### config.mk
export PLATFORM = sky130hd
export DESIGN_NAME = lc_flop
export DESIGN_NICKNAME = d
export VERILOG_FILES = /design/src/rtl/lc_pkg.sv /design/src/rtl/lc_sum_term.sv /design/src/rtl/lc_clk_strobe.sv /design/src/rtl/lc_flop_core.sv /design/src/rtl/lc_flop.sv
export SDC_FILE = /design/constraint.sdc
export NUM_CORES = 1
export LEC_CHECK = 0
export CAP_MARGIN = 15
export CORE_AREA = 2 2 39 41
export DETAILED_ROUTE_END_ITERATION = 16
export DIE_AREA = 0 0 41 43
export DONT_BUFFER_PORTS = 1
export GPL_ROUTABILITY_DRIVEN = 0
export PLACE_DENSITY = 0.3
export SKIP_LAST_GASP = 1
export SLEW_MARGIN = 40
export SYNTH_ARGS = -nofsm -noshare
export SYNTH_HDL_FRONTEND = slang
export SYNTH_HIERARCHICAL = 1
export SYNTH_SLANG_ARGS = --single-unit
export TNS_END_PERCENT = 50
### constraint.sdc
create_clock -name clk_i -period 1.45 [get_ports clk_i]
set_input_delay 0.29 -clock clk_i [delete_from_list [all_inputs] [get_ports clk_i]]
set_output_delay 0.29 -clock clk_i [all_outputs]
set_load 0.01 [all_outputs]
### src/rtl/lc_pkg.sv
package lc_pkg;
  typedef enum logic {FF_D = 1'b0, FF_T = 1'b1} ff_kind_e;
  typedef enum logic {CLK_TERM = 1'b0, CLK_PIN = 1'b1} clk_mode_e;
  typedef enum logic {FB_Q = 1'b0, FB_D = 1'b1} fb_src_e;
endpackage

### src/rtl/lc_sum_term.sv
module lc_sum_term #(
  parameter int unsigned N_TERMS = 5
) (
  input  logic [N_TERMS-1:0] pterm_i,
  output logic               sum_o
);
  logic [N_TERMS:0] chain;
  assign chain[0] = 1'b0;
  for (genvar g = 0; g < N_TERMS; g++) begin : g_or
    assign chain[g+1] = chain[g] | pterm_i[g];
  end
  assign sum_o = chain[N_TERMS];
endmodule

### src/rtl/lc_clk_strobe.sv
module lc_clk_strobe
  import lc_pkg::*;
(
  input  logic clk_i,
  input  logic rst_ni,
  input  logic mode_i,
  input  logic clk_pterm_i,
  input  logic rclk_i,
  output logic strobe_o
);
  clk_mode_e mode;
  logic trig, trig_q;

  assign mode = clk_mode_e'(mode_i);
  // pin mode: regional pin gated by the clock term
  assign trig = (mode == CLK_PIN) ? (rclk_i & clk_pterm_i) : clk_pterm_i;

  always_ff @(posedge clk_i or negedge rst_ni) begin
    if (!rst_ni) trig_q <= 1'b0;
    else         trig_q <= trig;
  end

  assign strobe_o = trig & ~trig_q;
endmodule

### src/rtl/lc_flop_core.sv
module lc_flop_core
  import lc_pkg::*;
(
  input  logic clk_i,
  input  logic rst_ni,
  input  logic ttype_i,
  input  logic strobe_i,
  input  logic data_i,
  input  logic apre_i,
  input  logic arst_i,
  output logic q_o
);
  ff_kind_e kind;
  logic q_q, q_d;

  assign kind = ff_kind_e'(ttype_i);

  always_comb begin
    q_d = q_q;
    if (arst_i)        q_d = 1'b0;
    else if (apre_i)   q_d = 1'b1;
    else if (strobe_i) q_d = (kind == FF_T) ? (q_q ^ data_i) : data_i;
  end

  always_ff @(posedge clk_i or negedge rst_ni) begin
    if (!rst_ni) q_q <= 1'b0;
    else         q_q <= q_d;
  end

  assign q_o = q_q;
endmodule

### src/rtl/lc_flop.sv
module lc_flop
  import lc_pkg::*;
#(
  parameter int unsigned N_TERMS = 5
) (
  input  logic               clk_i,
  input  logic               rst_ni,
  input  logic               cfg_ttype_i,
  input  logic               cfg_sync_clk_i,
  input  logic               cfg_fb_d_i,
  input  logic [N_TERMS-1:0] pterm_i,
  input  logic               clk_pterm_i,
  input  logic               rclk_i,
  input  logic               apre_i,
  input  logic               arst_i,
  output logic               q_o,
  output logic               fb_o
);
  logic sum, strobe, q;
  fb_src_e fb_src;

  lc_sum_term #(.N_TERMS(N_TERMS)) u_sum (
    .pterm_i(pterm_i),
    .sum_o  (sum)
  );

  lc_clk_strobe u_strobe (
    .clk_i      (clk_i),
    .rst_ni     (rst_ni),
    .mode_i     (cfg_sync_clk_i),
    .clk_pterm_i(clk_pterm_i),
    .rclk_i     (rclk_i),
    .strobe_o   (strobe)
  );

  lc_flop_core u_core (
    .clk_i   (clk_i),
    .rst_ni  (rst_ni),
    .ttype_i (cfg_ttype_i),
    .strobe_i(strobe),
    .data_i  (sum),
    .apre_i  (apre_i),
    .arst_i  (arst_i),
    .q_o     (q)
  );

  assign fb_src = fb_src_e'(cfg_fb_d_i);
  assign fb_o   = (fb_src == FB_D) ? sum : q;
  assign q_o    = q;
endmodule

==> results.md <==
* Status: finished clean
* FP Rows at 14
* Syn nets at 29
* Syn avg cell area at 8.84 um2
* Cells after DPL at 31
* Worst setup SP type: flip-flop
* Clock Sinks at 2
* Grt ovf at 0
* R2R Setup Slk at 0.38 ns
* First-pass GRT wire length at 469 um
* Die area at 0.00176 mm2
* Worst flop-to-flop path startpoint: u_strobe/trig_q
* Via count at 130
* Starting Density at 9.58%
* Critical-path top delay cell: dfrtp_1
* Synth top area share at 37.7%
* CP max FO at 4
* Final hold vios at 0
* Vias per cell at 3.71
* RR Endpoint: u_core/q_o
* Peak VDD IR at 0.398 mV
* Slew Viols, Final at 0
* Hold path cells at 1
* Depth of the most critical reg-to-reg path at 3
* RSZ-0062 raised after global routing: false
* Headroom to the max-slew limit at 85.6%
* Area leader, netlist: dfrtp_1
* Die W at 41 um
* LEAKAGE at 0.0791 nW
* F_max at 799 MHz
* Post-DP HPWL at 290 um
* Fin Hold WS at 0.133 ns
* Highest-count cells in the layout ignoring fill and taps: clkbuf_4, inv_1, dfrtp_1
* Clk buf depth at 2
* Root buf cell: clkbuf_4
* Num ports at 16
* ANT nets after route at 0
* Yosys cell types at 12
* Cells after Synth at 15
* Area growth syn-to-layout at 39.6%
* DR DRC count at 0
* Min cycle time layout at 1.25 ns
* Final Net Count at 35
* CP arrival at 0.96 ns
* Crit. End Element: output pin
* Setup bufs post-CTS at 0
* WP depth at 1
* Seq/Total Area, Yosys at 37.7%
* Mapped Area at 133 um2
* Cell family contributing the most delay on the critical path: flip-flops
* Drt total wl at 344 um
* Initial antenna violation count at 0
* CTS tree: yes
* Wire length per cell at 9.83 um
* Vias in the first global route at 135
* WP data required at 1.16 ns
* Largest stage delay on the critical path at 0.43 ns
* HP Class: in -> reg
* Layout cells sized above 1 at 26.3%
* CTS Buf Count at 3
* Min-delay src: arst_i
* Initial drt markers at 6
* Slew @ Worst Pin at 0.214 ns
* CP Buf/Inv Count at 0
* CTS H-tree depth at 1
* Largest net degree at the start of global routing at 5
* Setup TNS at 0 ns
* Final Util at 13.4%
* Max-Cap Viols at 0
* P per Cell Area at 1120 mW/mm2
* Top post-synthesis cells by area: dfrtp_1, mux2_4, a211oi_2, inv_1, a311oi_1
* Finished Layout Cells at 35
* Crit share post-route at 86.3%
* Ant. Diodes at 0
* Critical Path, Cell by Cell: mux2_4
* Yosys warning total at 6
* CP Class: reg -> out
* Fin Clk Skew at 0.00284 ns
* Clk_lat worst skew at 0.22 ns
* Post-layout power at 0.208 mW
* DRT Pass-1 Iters at 4
* Synthesis-stage register bit count at 2
* # port buffers at 0
* WHS Endpoint: u_core/q_o
* Core area at 0.00138 mm2
* Layout fillers at 150
* Setup-failing EPs final at 0
* GRT Overall Usage at 4.72%
* Die extent in y at 43 um
* Clk pin slew, worst setup/hold paths at 0.03 ns
==> final cells by class <==
type,count,area (um2),area share [%]
sequential,2,50.0,27.0
clock buffer,3,22.5,12.2
tap,16,20.0,10.8
multi-input combinational,10,71.3,38.5
inverter,3,11.3,6.08
timing repair buffer,1,10.0,5.41
==> how the worst max path moves through the flow <==
stage | startpoint | to | slack, ns
global route | u_core/q_o | fb_o | 0.14
global placement | pterm_i[1] | fb_o | 0.31
floorplan | pterm_i[1] | fb_o | 0.32
detailed placement | pterm_i[1] | fb_o | 0.29
CTS | u_core/q_o | fb_o | 0.18
finish | u_core/q_o | fb_o | 0.20
==> Yosys cell counts <==
| cell | count |
|---|---|
| dfrtp_1 | 2 |
| inv_1 | 3 |
| a311oi_1 | 1 |
| nand3_1 | 1 |
| nand2_1 | 1 |
| a211oi_2 | 1 |
| o21ai_1 | 1 |
| a211oi_1 | 1 |
| a21oi_1 | 1 |
| nor2_1 | 1 |
| nor3_1 | 1 |
| mux2_4 | 1 |
==> sequential cells by signal, indices dropped and copies added, names as in the netlist <==
name	cells
u_core/q_o	1
u_strobe/trig_q	1
==> worst register-to-register path, stage by stage, from the launching register on <==
cell      delay (ns)
dfrtp_1         0.36
a211oi_2        0.24
a211oi_1        0.11
a311oi_1        0.25
==> routing by layer <==
layer,global-route usage [%],part of all wire (%),routed length [um]
met1,4.84,44,151
met2,4.06,30,103
met3,6.81,26,88
met4,4.00,0,0
met5,0,0,0
==> cell families (layout without fill, tap and decap cells) <==
kind of cell / count (synthesis) / after routing / synth area share [%]
multiplexers: 1 / 1 / 11.3
buffers and inverters: 3 / 7 / 8.49
flip-flops: 2 / 2 / 37.7
AND/OR/NAND/NOR: 4 / 4 / 13.2
AO/OA/AOI/OAI: 5 / 5 / 29.2
==> where the power goes <==
part | switching [mW] | leakage, nW | internal [mW] | total (mW)
Sequential | 0.00461 | 0.0246 | 0.0603 | 0.0649
Combinational | 0.00991 | 0.0407 | 0.0116 | 0.0215
Clock | 0.0305 | 0.0138 | 0.0912 | 0.122
==> metrics by stage <==
step | setup slack, ns | instance area [um2]
after floorplan | 0.324 | 133
final | 0.198 | 185
after detailed placement | 0.285 | 153
after global placement | 0.306 | 153
after CTS | 0.183 | 185
after global routing | 0.137 | 185
==> timing repair <==
action / 4_1_cts / 5_1_grt
hold buffers: 1 / 0
setup endpoints to repair: 0 / 0
endpoints found under the hold margin: 2 / 0
gates resized for setup: 0 / 0
Power figures use the tool's default switching activity.
